$ cat src/rtl/pulse_cfg_pkg.sv
package pulse_cfg_pkg;
  localparam int WORD_W   = 16;
  localparam int WIN_BITS = 6;
  localparam int IDX_W    = WIN_BITS - 1;

  localparam logic [IDX_W-1:0] IDX_ID       = 5'd0;
  localparam logic [IDX_W-1:0] IDX_TYPE     = 5'd1;
  localparam logic [IDX_W-1:0] IDX_STATUS   = 5'd2;
  localparam logic [IDX_W-1:0] IDX_INTERVAL = 5'd4;
  localparam logic [IDX_W-1:0] IDX_LOWREF   = 5'd8;

  localparam int NUM_RW  = 4;
  localparam int NUM_REF = 2;
  localparam int REF_W   = 12;
  localparam logic [REF_W-1:0] REF_MID = 12'h800;

  // keep masks, index 0 = interval, 1 = delay, 2 = width, 3 = mode
  localparam logic [NUM_RW-1:0][WORD_W-1:0] RW_MASK =
    {16'h007F, 16'h73FF, 16'h03FF, 16'hF3FF};

  typedef struct packed {
    logic             wrEn;
    logic             rdEn;
    logic             clearAll;
    logic [IDX_W-1:0] wordIdx;
  } cfgStrobe_t;
endpackage

$ cat src/rtl/pulse_cfg_ctrl.sv
module pulse_cfg_ctrl
  import pulse_cfg_pkg::*;
#(
  parameter int          LA_WIDTH     = 8,
  parameter logic [15:0] BASE_ADDR    = 16'hC000,
  parameter int          RESET_CYCLES = 4
) (
  input  logic                clk,
  input  logic                rstN,
  input  logic [LA_WIDTH-1:0] logAddr,
  input  logic                busStb,
  input  logic                busWe,
  input  logic [15:0]         busAddr,
  input  logic                resetBit,
  output cfgStrobe_t          strobe,
  output logic                busAck,
  output logic                ready,
  output logic                pass
);
  localparam int CNT_W = $clog2(RESET_CYCLES + 1);

  logic [15:0]      winBase;
  logic             hit;
  logic             selfReset;
  logic             resetting;
  logic [CNT_W-1:0] cnt;
  logic [IDX_W-1:0] wordIdx;

  assign winBase   = BASE_ADDR + (16'(logAddr) << WIN_BITS);
  assign hit       = busStb && (busAddr[15:WIN_BITS] == winBase[15:WIN_BITS]);
  assign wordIdx   = busAddr[WIN_BITS-1:1];
  assign resetting = (cnt != '0);
  assign selfReset = hit && busWe && (wordIdx == IDX_STATUS) && resetBit;

  always_comb begin
    strobe.wrEn     = hit && busWe && !resetting && !selfReset;
    strobe.rdEn     = hit && !busWe;
    strobe.clearAll = selfReset || resetting;
    strobe.wordIdx  = wordIdx;
  end

  always_ff @(posedge clk or negedge rstN) begin
    if (!rstN) begin
      cnt    <= CNT_W'(RESET_CYCLES);
      busAck <= 1'b0;
      pass   <= 1'b0;
    end else begin
      busAck <= hit;
      if (selfReset) cnt <= CNT_W'(RESET_CYCLES);
      else if (resetting) cnt <= cnt - 1'b1;
      if (!selfReset && cnt == CNT_W'(1)) pass <= 1'b1;
    end
  end

  assign ready = !resetting;
endmodule

$ cat src/rtl/pulse_cfg_data.sv
module pulse_cfg_data
  import pulse_cfg_pkg::*;
#(
  parameter logic [11:0] MFR_CODE   = 12'hFC1,
  parameter logic [11:0] MODEL_CODE = 12'hFFD
) (
  input  logic                           clk,
  input  logic                           rstN,
  input  cfgStrobe_t                     strobe,
  input  logic [WORD_W-1:0]              busWdata,
  input  logic                           modSel,
  input  logic                           ready,
  input  logic                           pass,
  output logic [WORD_W-1:0]              busRdata,
  output logic [NUM_RW-1:0][WORD_W-1:0]  rwQ,
  output logic [NUM_REF-1:0][REF_W-1:0]  refQ
);
  logic [WORD_W-1:0] rdMux;

  for (genvar g = 0; g < NUM_RW; g++) begin : gRw
    always_ff @(posedge clk or negedge rstN) begin
      if (!rstN) rwQ[g] <= '0;
      else if (strobe.clearAll) rwQ[g] <= '0;
      else if (strobe.wrEn && strobe.wordIdx == IDX_W'(int'(IDX_INTERVAL) + g))
        rwQ[g] <= busWdata & RW_MASK[g];
    end
  end

  for (genvar h = 0; h < NUM_REF; h++) begin : gRef
    always_ff @(posedge clk or negedge rstN) begin
      if (!rstN) refQ[h] <= REF_MID;
      else if (strobe.clearAll) refQ[h] <= REF_MID;
      else if (strobe.wrEn && strobe.wordIdx == IDX_W'(int'(IDX_LOWREF) + h))
        refQ[h] <= busWdata[REF_W-1:0];
    end
  end

  always_comb begin
    rdMux = '0;
    if (strobe.wordIdx == IDX_ID)
      rdMux = {2'b11, 2'b11, MFR_CODE};
    else if (strobe.wordIdx == IDX_TYPE)
      rdMux = {4'hF, MODEL_CODE};
    else if (strobe.wordIdx == IDX_STATUS)
      rdMux = {modSel, 1'b0, 6'h3F, 4'h0, ready, pass, 2'b11};
    else if (strobe.wordIdx >= IDX_INTERVAL &&
             strobe.wordIdx < IDX_W'(int'(IDX_INTERVAL) + NUM_RW))
      rdMux = rwQ[strobe.wordIdx - IDX_INTERVAL];
    else if (strobe.wordIdx >= IDX_LOWREF &&
             strobe.wordIdx < IDX_W'(int'(IDX_LOWREF) + NUM_REF))
      rdMux = '1;
  end

  always_ff @(posedge clk or negedge rstN) begin
    if (!rstN) busRdata <= '0;
    else busRdata <= strobe.rdEn ? rdMux : '0;
  end
endmodule

$ cat src/rtl/pulse_cfg_regs.sv
module pulse_cfg_regs
  import pulse_cfg_pkg::*;
#(
  parameter int          LA_WIDTH     = 8,
  parameter logic [15:0] BASE_ADDR    = 16'hC000,
  parameter int          RESET_CYCLES = 4,
  parameter logic [11:0] MFR_CODE     = 12'hFC1,
  parameter logic [11:0] MODEL_CODE   = 12'hFFD
) (
  input  logic                clk,
  input  logic                rstN,
  input  logic [LA_WIDTH-1:0] logAddr,
  input  logic                busStb,
  input  logic                busWe,
  input  logic [15:0]         busAddr,
  input  logic [15:0]         busWdata,
  input  logic                modSel,
  output logic                busAck,
  output logic [15:0]         busRdata,
  output logic                ready,
  output logic                outEnable,
  output logic [2:0]          intervalRange,
  output logic [9:0]          intervalMult,
  output logic [9:0]          delayMult,
  output logic [2:0]          widthRange,
  output logic [9:0]          widthMult,
  output logic [1:0]          waveMode,
  output logic                freeRun,
  output logic                delayedMode,
  output logic                gatedMode,
  output logic                runEnable,
  output logic                doublePulse,
  output logic [11:0]         lowRefCode,
  output logic [11:0]         highRefCode
);
  cfgStrobe_t                    strobe;
  logic                          pass;
  logic [NUM_RW-1:0][WORD_W-1:0] rwQ;
  logic [NUM_REF-1:0][REF_W-1:0] refQ;

  pulse_cfg_ctrl #(
    .LA_WIDTH(LA_WIDTH), .BASE_ADDR(BASE_ADDR), .RESET_CYCLES(RESET_CYCLES)
  ) uCtrl (
    .clk(clk), .rstN(rstN), .logAddr(logAddr), .busStb(busStb),
    .busWe(busWe), .busAddr(busAddr), .resetBit(busWdata[0]),
    .strobe(strobe), .busAck(busAck), .ready(ready), .pass(pass)
  );

  pulse_cfg_data #(.MFR_CODE(MFR_CODE), .MODEL_CODE(MODEL_CODE)) uData (
    .clk(clk), .rstN(rstN), .strobe(strobe), .busWdata(busWdata),
    .modSel(modSel), .ready(ready), .pass(pass), .busRdata(busRdata),
    .rwQ(rwQ), .refQ(refQ)
  );

  assign outEnable     = rwQ[0][15];
  assign intervalRange = rwQ[0][14:12];
  assign intervalMult  = rwQ[0][9:0];
  assign delayMult     = rwQ[1][9:0];
  assign widthRange    = rwQ[2][14:12];
  assign widthMult     = rwQ[2][9:0];
  assign waveMode      = rwQ[3][1:0];
  assign freeRun       = rwQ[3][2];
  assign delayedMode   = rwQ[3][3];
  assign gatedMode     = rwQ[3][4];
  assign runEnable     = rwQ[3][5];
  assign doublePulse   = rwQ[3][6];
  assign lowRefCode    = refQ[0];
  assign highRefCode   = refQ[1];
endmodule

$ cat config.mk
export PLATFORM = sky130hd
export DESIGN_NAME = pulse_cfg_regs
export DESIGN_NICKNAME = d
export VERILOG_FILES = /design/src/rtl/pulse_cfg_pkg.sv /design/src/rtl/pulse_cfg_ctrl.sv /design/src/rtl/pulse_cfg_data.sv /design/src/rtl/pulse_cfg_regs.sv
export SDC_FILE = /design/constraint.sdc
export NUM_CORES = 1
export LEC_CHECK = 0
export BUFFER_PORTS_ARGS = -buffer_cell sky130_fd_sc_hd__buf_2
export CAP_MARGIN = 30
export CORE_AREA = 2 2 92 94
export DETAILED_ROUTE_END_ITERATION = 7
export DIE_AREA = 0 0 94 96
export GPL_ROUTABILITY_DRIVEN = 0
export PLACE_DENSITY = 0.83
export SLEW_MARGIN = 5
export SYNTH_ARGS = -nofsm -noshare
export SYNTH_HDL_FRONTEND = slang
export SYNTH_SLANG_ARGS = --single-unit
export TNS_END_PERCENT = 5
$ cat constraint.sdc
create_clock -name clk -period 5.6 [get_ports clk]
set_input_delay 0 -clock clk [delete_from_list [all_inputs] [get_ports clk]]
set_output_delay 0 -clock clk [all_outputs]
set_load 0.05 [all_outputs]
==> flow_metrics.py, run 1 <==
metrics = {
    "status": {
        "status": "complete, no violations",
    },
    "cts": {
        "post_cts_buffers": 0,
        "numCtsBuffers": 9,
        "cts_hold_buffers": 18,
        "cts_tree": "done",
        "cts_resized": 0,
        "cts_htree_levels": 3,
        "cts.sinks": 88,
        "clockBufferDepth": 2,
        "clock_latency_ns": 0.35,
        "cts.clk_slew.worst_paths_ns": 0.09,
        "clock_tree.root_cell": "clkbuf_8",
    },
    "timing": {
        "hold_slack_ns": 0.0405,
        "tightestPinTransition_ns": 0.711,
        "hold_viol_final": 0,
        "fmax_mhz": 415,
        "setup_viol": 0,
        "slew-limit-headroom": 0.523,
        "tns_ns": 0,
        "setup_ws_ns": 3.19,
        "rsz0062_at_grt": "no",
        "fin_crit_sh": 0.430,
        "fin_crit_ns": 2.41,
        "drv_slew": 0,
        "fin_worst_skew_ns": 0.0147,
    },
    "floorplan": {
        "die_area_sq_mm": 0.00902,
        "start_util": 0.531,
        "fp-row-count": 33,
        "die_w_microns": 94,
        "chipHeight_microns": 96,
        "num_io_pins": 131,
        "core-area_sq_mm": 0.00805,
    },
    "grt": {
        "met3_usage": 0.0415,
        "grt_pass1_vias": 3393,
        "gr-usage-met1": 0.331,
        "grt_use_total": 0.247,
        "grt_pass1_wl_microns": 17300,
        "grt_max_degree": 49,
        "met2_usage": 0.414,
        "antenna_found_initial": 0,
        "overflow": 0,
        "busiest_layer": "met2",
    },
    "setup_path": {
        "crit_required_ns": 5.82,
        "end_kind": "flop",
        "start_kind": "flop",
        "path_max_fanout": 8,
        "criticalPathCategory": "flop to flop",
        "arrival_ns": 2.62,
    },
    "drt": {
        "finalWirelength_microns": 10700,
        "vias": 3347,
        "wl_per_cell_microns": 17.3,
        "dr.pass1.iters": 4,
        "via_per_inst": 5.42,
        "route.detailed.drc": 0,
        "drtAntennaViolNets": 0,
        "first_iter_violations": 234,
    },
    "layout": {
        "multi_input_area_sq_mm": 0.00191,
        "antenna_cells": 0,
        "fillers": 640,
        "regArea_sq_mm": 0.00221,
        "drive_above_1_share": 0.350,
        "synthToLayoutAreaGrowth_pct": 27.0,
        "fin_nets": 555,
    },
    "synthesis": {
        "synth-edff-count": 0,
        "synth_warnings": 0,
        "ys_types": 51,
        "synthCells": 367,
        "seq_area_frac_synth": 0.516,
        "yosys.area.top_type": "dfrtp_1",
        "synth_top_area_share": 0.497,
        "ys.flop_type": "dfrtp_1",
        "async_flop_share": 1.00,
        "synth.net_count": 415,
        "syn_area_sq_mm": 0.00428,
        "yosys-top-cells-area": "dfrtp_1 (50%), mux2i_1 (14%), nor2_1 (5.6%)",
        "ys_ff_latch": 88,
        "synth_area_per_cell_sq_um": 11.7,
    },
    "power_and_ir_drop": {
        "comb_power_share": 0.178,
        "cellPowerDensity_mw_per_mm2": 265,
        "p_sw_frac": 0.282,
        "power_frac_seq": 0.456,
        "p_sw_w": 0.000405,
        "p_int_w": 0.00103,
        "clkPwrFrac": 0.366,
        "p_leak_nw": 2.58,
        "vdd_drop_max_v": 0.000143,
    },
    "min_path": {
        "min_path_type": "primary input to flop",
    },
    "placed_design": {
        "port_buffers": 129,
        "place_ws_ns": 3.18,
        "dp_hpwl_microns": 7560,
    },
    "flow_run": {
        "drv_cap": 0,
    },
}
==> layout make-up <==
type / count / share of cell area
multi-input cells: 249 / 0.351
clock inverters: 6 / 0.0212
well taps: 105 / 0.0242
repair buffers: 155 / 0.171
clock buffers: 10 / 0.0235
inverters: 4 / 0.00276
flip-flops and latches: 88 / 0.406
==> cell families after synthesis <==
group / synth area share
compound gates: 0.0804
mux: 0.165
buf+inv: 0.0395
xor+xnor: 0.0272
flops: 0.516
fa+ha+maj: 0.00878
simple gates: 0.164
==> flip-flops by register name, summed over array words and instances, names as in the netlist <==
signal	flops
uCtrl.busAck	1
uCtrl.cnt	3
uCtrl.pass	1
uData.busRdata	15
uData.refQ	24
uData.rwQ	44
==> final timing paths <==
kind | slack [ns] | from | endpoint | cells after the start
max in group asynchronous | 4.76 | rstN | uCtrl.cnt[2] | 3
worst min register to register | 0.50 | uCtrl.pass | uCtrl.pass | 1
worst max-delay path | 3.19 | uCtrl.cnt[0] | uData.rwQ[41] | 9
worst max register to register | 3.19 | uCtrl.cnt[0] | uData.rwQ[41] | 9
worst min-delay path | 0.04 | busWdata[0] | uData.rwQ[32] | 3
min in group asynchronous | 0.18 | rstN | uCtrl.cnt[1] | 2
==> per-layer routing <==
| metal | wire [microns] | vias up |
|---|---|---|
| met5 | 0 | - |
| met4 | 102 | 0 |
| met3 | 695 | 10 |
| met2 | 5150 | 119 |
| met1 | 4700 | 1651 |
| li1 | - | 1567 |
==> cell usage in the layout, fill, tap and decap left out, types with 3 or more instances in the layout <==
cell type and n:
nor3_1 5, buf_2 128, nand2_1 15, mux2i_1 58, nor4_4 4, ha_1 3
a21oi_1 14, inv_1 3, dlygate4sd3_1 18, and2_1 5, clkbuf_8 9, xnor2_2 5
a22o_1 13, o21ai_0 5, dfstp_2 3, nand2b_1 4, dfrtp_1 85, buf_4 5
xnor2_1 4, bufinv_16 3, nor2_1 64, nand4_1 5, mux4_2 5, nor2b_1 4
==> cell usage after synthesis (all sizes together) (3+ instances only) <==
library cell   n
a21oi         14
nor2          64
nor4           7
nand2         15
nor3           6
dfrtp         85
a22o          13
ha             3
mux2i         58
nor2b          4
clkbuf         5
buf           21
nand4          7
and2           5
nand2b         4
dfstp          3
xnor2          9
mux4           5
inv            4
o21ai          5
==> worst max-delay path, stage by stage (launching register included) <==
cell      delay, ns
dfrtp_1        0.39
inv_1          0.12
ha_1           0.18
nand2b_1       0.13
inv_2          0.18
nand4_1        0.17
nor4_4         0.54
buf_4          0.31
mux2i_1        0.20
nor2_1         0.06
==> power by group through the flow <==
stage	Clock, W	Sequential [W]	Combinational, W
final	0.000526	0.000657	0.000256
after global routing	0.000565	0.000658	0.000281
after global placement	0	0.000669	0.000223
after detailed placement	0	0.000670	0.000247
after floorplan	0	0.000668	0.000162
after CTS	0.000534	0.000657	0.000258
==> metrics by stage <==
stage	instance area [sq um]	util	power [W]	instances
5_1_grt	5430	0.675	0.00150	617
4_1_cts	5430	0.675	0.00145	617
2_1_floorplan	4280	-	0.000829	367
3_5_place_dp	5010	0.622	0.000917	583
3_3_place_gp	4940	0.614	0.000891	579
6_report	5430	0.675	0.00144	617
No activity file was read; power rests on OpenSTA's default activity.
==> run 2, diff against run 1 <==
--- a/config.mk
+++ b/config.mk
@@ -5,13 +5,14 @@
 export SDC_FILE = /design/constraint.sdc
 export NUM_CORES = 1
 export LEC_CHECK = 0
+export ABC_AREA = 1
 export BUFFER_PORTS_ARGS = -buffer_cell sky130_fd_sc_hd__buf_2
 export CAP_MARGIN = 30
-export CORE_AREA = 2 2 92 94
+export CORE_AREA = 2 2 100 102
 export DETAILED_ROUTE_END_ITERATION = 7
-export DIE_AREA = 0 0 94 96
+export DIE_AREA = 0 0 102 104
 export GPL_ROUTABILITY_DRIVEN = 0
-export PLACE_DENSITY = 0.83
+export PLACE_DENSITY = 0.75
 export SLEW_MARGIN = 5
 export SYNTH_ARGS = -nofsm -noshare
 export SYNTH_HDL_FRONTEND = slang
==> constraint.sdc (replaced) <==
create_clock -name clk -period 2.05 [get_ports clk]
set_input_delay 0 -clock clk [delete_from_list [all_inputs] [get_ports clk]]
set_output_delay 0 -clock clk [all_outputs]
set_load 0.05 [all_outputs]
==> run 2 against run 1 <==
Compared with the run above:
- sequential share of layout area fell by 0.24 points
- cell count is 35% higher
- register-to-register slack lost 3.0 ns
- total power rose to 2.7 times the previous value
- design area is 0.60% higher
- hold slack worse by 0.029 ns
- critical path type unchanged
==> flow_metrics.py, run 2 <==
metrics = {
    "status": {
        "status": "complete, no violations",
    },
    "power_and_ir_drop": {
        "comb_power_share": 0.275,
        "power_frac_seq": 0.468,
        "clkPwrFrac": 0.257,
        "vdd_drop_max_v": 0.000471,
        "p_sw_frac": 0.348,
        "p_sw_w": 0.00136,
        "cellPowerDensity_mw_per_mm2": 713,
        "p_leak_nw": 3.23,
        "p_int_w": 0.00254,
    },
    "cts": {
        "clock_tree.root_cell": "clkbuf_8",
        "numCtsBuffers": 9,
        "cts_tree": "done",
        "clockBufferDepth": 2,
        "clock_latency_ns": 0.35,
        "cts.sinks": 88,
        "cts_htree_levels": 3,
        "post_cts_buffers": 0,
        "cts.clk_slew.worst_paths_ns": 0.08,
    },
    "synthesis": {
        "async_flop_share": 1.00,
        "synth.net_count": 601,
        "synth_top_area_share": 0.487,
        "syn_area_sq_mm": 0.00437,
        "ys_types": 33,
        "synthCells": 553,
        "ys_ff_latch": 88,
        "synth_top_family_by_area": "simple AND/OR/NAND/NOR gates",
        "seq_area_frac_synth": 0.505,
        "yosys-top-cells-area": "dfrtp_1 (49%), nand2_1 (18%), nand3_1 (9.1%)",
        "synth_warnings": 0,
        "ys.flop_type": "dfrtp_1",
        "synthTopCellsByCount": "nand2_1 (211), dfrtp_1 (85), nand3_1 (79), inv_1 (41), nor2_1 (28)",
        "yosys.area_share.simple": 0.360,
        "synth_most_common_cell": "nand2_1",
        "synth-compound-area-share": 0.0453,
        "synth-xor-area-share": 0.00802,
        "synth-edff-count": 0,
        "synthAdderAreaFrac": 0.00860,
        "synth_area_per_cell_sq_um": 7.90,
        "muxShareOfSynthArea": 0,
        "yosys.area.top_type": "dfrtp_1",
    },
    "placed_design": {
        "port_buffers": 129,
        "dp_hpwl_microns": 9090,
    },
    "drt": {
        "vias": 4262,
        "finalWirelength_microns": 12500,
        "wl_per_cell_microns": 14.9,
        "dr.pass1.iters": 5,
        "via_per_inst": 5.10,
        "drtAntennaViolNets": 0,
        "route.detailed.drc": 0,
        "first_iter_violations": 311,
    },
    "layout": {
        "fin_nets": 747,
        "antenna_cells": 0,
        "top_regs": "uData.rwQ (44), uData.refQ (24), uData.busRdata (15)",
        "fillers": 924,
        "final_util": 0.572,
        "drive_above_1_share": 0.283,
        "largest_reg_flops": 44,
        "registers.top_by_ff_count": "uData.rwQ",
        "multi_input_area_sq_mm": 0.00185,
        "regArea_sq_mm": 0.00221,
        "layout_commonest_cell": "nand2_1",
        "most-common-layout-cells": "nand2_1 (211), buf_2 (128), dfrtp_1 (85), nand3_1 (79), inv_1 (41)",
        "synthToLayoutAreaGrowth_pct": 25.2,
    },
    "grt": {
        "overflow": 0,
        "grt_pass1_vias": 4141,
        "grt_max_degree": 72,
        "grt_pass1_wl_microns": 20100,
        "antenna_found_initial": 0,
        "grt_use_total": 0.239,
    },
    "setup_path": {
        "start_kind": "flop",
        "end_kind": "flop",
        "criticalPathCategory": "flop to flop",
        "path_max_fanout": 11,
        "crit_required_ns": 2.29,
        "arrival_ns": 2.10,
        "r2r_setup_slack_ns": 0.19,
    },
    "floorplan": {
        "start_util": 0.457,
        "die_area_sq_mm": 0.0106,
        "fp-row-count": 36,
        "die_w_microns": 102,
        "core-area_sq_mm": 0.00955,
        "num_io_pins": 131,
        "chipHeight_microns": 104,
    },
    "timing": {
        "fin_worst_skew_ns": 0.00878,
        "hold_viol_final": 0,
        "slew-limit-headroom": 0.673,
        "drv_slew": 0,
        "tightestPinTransition_ns": 0.490,
        "setup_viol": 0,
        "tns_ns": 0,
        "rsz0062_at_grt": "no",
        "fin_crit_sh": 0.909,
        "fin_crit_ns": 1.86,
        "fmax_mhz": 536,
    },
    "min_path": {
        "min_path_type": "primary input to flop",
    },
    "flow_run": {
        "drv_cap": 0,
    },
}
==> run 2: critical path, cell delays in order, from the launching register on <==
cell and delay [ns]:
dfrtp_1 0.41, inv_1 0.12, ha_1 0.16, nand2_1 0.07, inv_2 0.15, nand2_2 0.10, nor2_4 0.19, nand2_2 0.21
buf_4 0.22, nand3_1 0.08, nand2_1 0.05
==> run 2: layout make-up <==
class / count / area share
repair buffers: 154 / 0.163
multi-input cells: 391 / 0.338
clock inverters: 4 / 0.00435
well taps: 133 / 0.0304
flip-flops and latches: 88 / 0.404
clock buffers: 10 / 0.0234
inverters: 55 / 0.0380
==> run 2: power groups by stage <==
stage,registers [W],logic [W],clock network [W]
floorplan,0.00190,0.000654,0
global placement,0.00186,0.00102,0
detailed placement,0.00186,0.00105,0
CTS,0.00182,0.00107,0.00102
global route,0.00183,0.00117,0.00110
finish,0.00182,0.00107,0.00100
==> run 2: final timing paths <==
| check | startpoint | endpoint | depth (start not counted) |
|---|---|---|---|
| setup / recovery | uCtrl.cnt[0] | uData.rwQ[35] | 10 |
| hold / removal | busWdata[4] | uData.rwQ[4] | 5 |
| setup reg to reg | uCtrl.cnt[0] | uData.rwQ[35] | 10 |
| hold reg to reg | uCtrl.pass | uCtrl.pass | 1 |
| max in group asynchronous | rstN | uCtrl.cnt[2] | 3 |
| min in group asynchronous | rstN | uData.refQ[21] | 2 |
==> run 2: logic make-up (layout without fill, tap and decap cells) <==
logic type | Yosys count | in the layout
simple gates | 353 | 353
xor+xnor | 4 | 4
buf+inv | 74 | 223
fa+ha+maj | 3 | 3
compound gates | 31 | 31
flops | 88 | 88
==> run 2: metrics by stage <==
step	instance area [sq um]	setup WS [ns]	hold WS [ns]	instances	total power, W
CTS	5460	0.166	0.00506	835	0.00392
global route	5470	0.0101	0.0340	835	0.00410
finish	5470	0.186	0.0119	835	0.00390
floorplan	4370	0.233	-0.296	553	0.00256
detailed placement	5200	0.201	-0.0300	810	0.00291
global placement	5200	0.307	-0.0409	810	0.00287
==> run 2: repair_timing <==
action | CTS | global route
hold endpoints to repair | 54 | 0
resized for setup | 0 | 1
hold buffers | 11 | 0
endpoints found under the setup margin | 0 | 9
==> run 2: routing by layer <==
metal  GRT usage  vias to the layer above  part of all wire
met1       0.305                     2014              0.41
met2       0.395                      177              0.47
met4      0.0781                        0             0.025
met3      0.0618                       30             0.086
li1            -                     2041                 -
met5           0                        -                 0
==> run 3, diff against run 2 <==
--- a/config.mk
+++ b/config.mk
@@ -8,13 +8,14 @@
 export ABC_AREA = 1
 export BUFFER_PORTS_ARGS = -buffer_cell sky130_fd_sc_hd__buf_2
 export CAP_MARGIN = 30
-export CORE_AREA = 2 2 100 102
+export CORE_AREA = 2 2 102 104
 export DETAILED_ROUTE_END_ITERATION = 7
-export DIE_AREA = 0 0 102 104
+export DIE_AREA = 0 0 104 106
 export GPL_ROUTABILITY_DRIVEN = 0
 export PLACE_DENSITY = 0.75
 export SLEW_MARGIN = 5
 export SYNTH_ARGS = -nofsm -noshare
 export SYNTH_HDL_FRONTEND = slang
+export SYNTH_HIERARCHICAL = 1
 export SYNTH_SLANG_ARGS = --single-unit
 export TNS_END_PERCENT = 5
==> run 3 against run 2 <==
Compared with the run above:
- total power up 100%
- largest power group is now combinational logic
- sequential share of layout area about the same
- largest cell class unchanged
- global-route usage down 3.0 points
- design area about the same
- die area up 3.9%
==> flow_metrics.py, run 3 <==
metrics = {
    "timing": {
        "setup_ws_ns": 0.121,
        "tns_ns": 0,
        "hold_viol_final": 0,
        "drv_slew": 0,
        "fin_worst_skew_ns": 0.0143,
        "fmax_mhz": 518,
        "tightestPinTransition_ns": 0.672,
        "hold_slack_ns": 0.0140,
        "fin_crit_ns": 1.93,
        "setup_viol": 0,
        "slew-limit-headroom": 0.552,
        "fin_crit_sh": 0.941,
    },
    "placed_design": {
        "port_buffers": 129,
        "dp_hpwl_microns": 8390,
        "place_ws_ns": -0.0122,
        "post_dp_cell_area_sq_mm": 0.00513,
    },
    "drt": {
        "via_per_inst": 4.79,
        "finalWirelength_microns": 11300,
        "route.detailed.drc": 0,
        "drtAntennaViolNets": 0,
        "wl_per_cell_microns": 14.1,
        "dr.pass1.iters": 4,
        "first_iter_violations": 246,
        "vias": 3810,
    },
    "power_and_ir_drop": {
        "finalPower_w": 0.00794,
        "cellPowerDensity_mw_per_mm2": 1450,
        "vdd_drop_max_v": 0.000914,
        "p_leak_nw": 3.02,
    },
    "min_path": {
        "hp-start": "busAddr[8]",
        "whs_path_depth": 4,
        "hold_end": "uCtrl/busAck",
        "min_path_type": "primary input to flop",
    },
    "setup_path": {
        "r2r_setup_slack_ns": 0.12,
        "start_kind": "flop",
        "arrival_ns": 2.21,
        "path_max_fanout": 11,
        "rr_endpoint": "uData/rwQ[25]",
        "criticalPathCategory": "flop to flop",
        "crit-reg2reg-launch": "uCtrl/cnt[0]",
        "worstRegToRegCells": 9,
        "end_kind": "flop",
        "crit_required_ns": 2.33,
    },
    "grt": {
        "antenna_found_initial": 0,
        "grt_max_degree": 55,
        "grt_use_total": 0.209,
        "grt_pass1_vias": 3850,
        "grt_pass1_wl_microns": 18500,
        "overflow": 0,
    },
    "layout": {
        "fillers": 982,
        "most-common-layout-cells": "nand2_1 (180), buf_2 (128), dfrtp_1 (85), inv_1 (46), o21ai_2 (38)",
        "layout_commonest_cell": "nand2_1",
        "fin_nets": 703,
        "top_regs": "uData/rwQ (44), uData/refQ (24), uData/busRdata (15)",
        "synthToLayoutAreaGrowth_pct": 23.5,
        "antenna_cells": 0,
        "drive_above_1_share": 0.365,
        "registers.top_by_ff_count": "uData/rwQ",
        "design_area_sq_mm": 0.00546,
        "largest_reg_flops": 44,
    },
    "cts": {
        "cts.clk_slew.worst_paths_ns": 0.09,
        "clock_tree.root_cell": "clkbuf_8",
        "cts_htree_levels": 3,
        "cts.sinks": 88,
        "clockBufferDepth": 2,
        "numCtsBuffers": 9,
        "clock_latency_ns": 0.36,
        "cts_tree": "done",
    },
    "floorplan": {
        "chipHeight_microns": 106,
        "die_area_sq_mm": 0.0110,
        "start_util": 0.442,
        "fp-row-count": 37,
        "die_w_microns": 104,
        "num_io_pins": 131,
        "core-area_sq_mm": 0.0100,
    },
    "flow_run": {
        "drv_cap": 0,
    },
    "synthesis": {
        "syn_area_sq_mm": 0.00442,
        "synth.net_count": 564,
        "synth_area_per_cell_sq_um": 8.57,
        "synth_warnings": 6,
        "synthCells": 516,
    },
    "status": {
        "status": "complete, no violations",
    },
}
-- run 3: metal layers --
metal  vias to the layer above  routed length, microns  track usage
li1                       1896                       -            -
met1                      1781                    4820        0.261
met2                       119                    5520        0.361
met3                        14                     747       0.0405
met4                         0                     172       0.0763
met5                         -                       0            0
-- run 3: worst max path at each step --
stage	start	to	slack (ns)	depth (start not counted)
after floorplan	uCtrl/cnt[0]	uData/refQ[2]	0.02	14
after global placement	uCtrl/cnt[0]	uData/rwQ[5]	0.06	10
after detailed placement	uCtrl/cnt[0]	uData/refQ[19]	-0.01	13
after CTS	uCtrl/cnt[0]	uData/rwQ[38]	0.02	10
after global routing	uCtrl/cnt[0]	uData/refQ[19]	-0.005	13
final	uCtrl/cnt[0]	uData/rwQ[25]	0.12	9
-- run 3: what timing repair did --
action | 4_1_cts | 5_1_grt
cloned | 0 | 0
hold buffers | 9 | 0
hold endpoints to repair | 62 | 0
setup endpoints to repair | 12 | 60
setup buffers | 0 | 1
gates resized for setup | 2 | 13
-- run 3: critical path, stage by stage (launching register included) --
cell     delay (ns)
dfrtp_1        0.41
inv_1          0.10
ha_2           0.19
inv_1          0.07
nor2_4         0.14
nand2_1        0.13
inv_4          0.18
buf_4          0.21
nand2_1        0.23
o21ai_2        0.20
-- run 3: layout make-up --
type                    instances  area (sq um)  area share
flip-flops and latches         88          2210       0.404
multi-input cells             350          1830       0.336
clock inverters                 7          77.6      0.0142
inverters                      59           246      0.0451
clock buffers                   9           124      0.0227
well taps                     136           170      0.0311
repair buffers                147           806       0.147
-- run 3: power breakdown --
group	internal (W)	total, W	switching (W)
clock	0.000574	0.00124	0.000663
sequential	0.00224	0.00261	0.000367
combinational	0.000917	0.00409	0.00317
total	0.00374	0.00794	0.00420
-- run 3: stage by stage --
stage,cells,util
2_1_floorplan,516,-
3_3_place_gp,770,0.513
3_5_place_dp,770,0.513
4_1_cts,795,0.543
5_1_grt,796,0.546
6_report,796,0.546
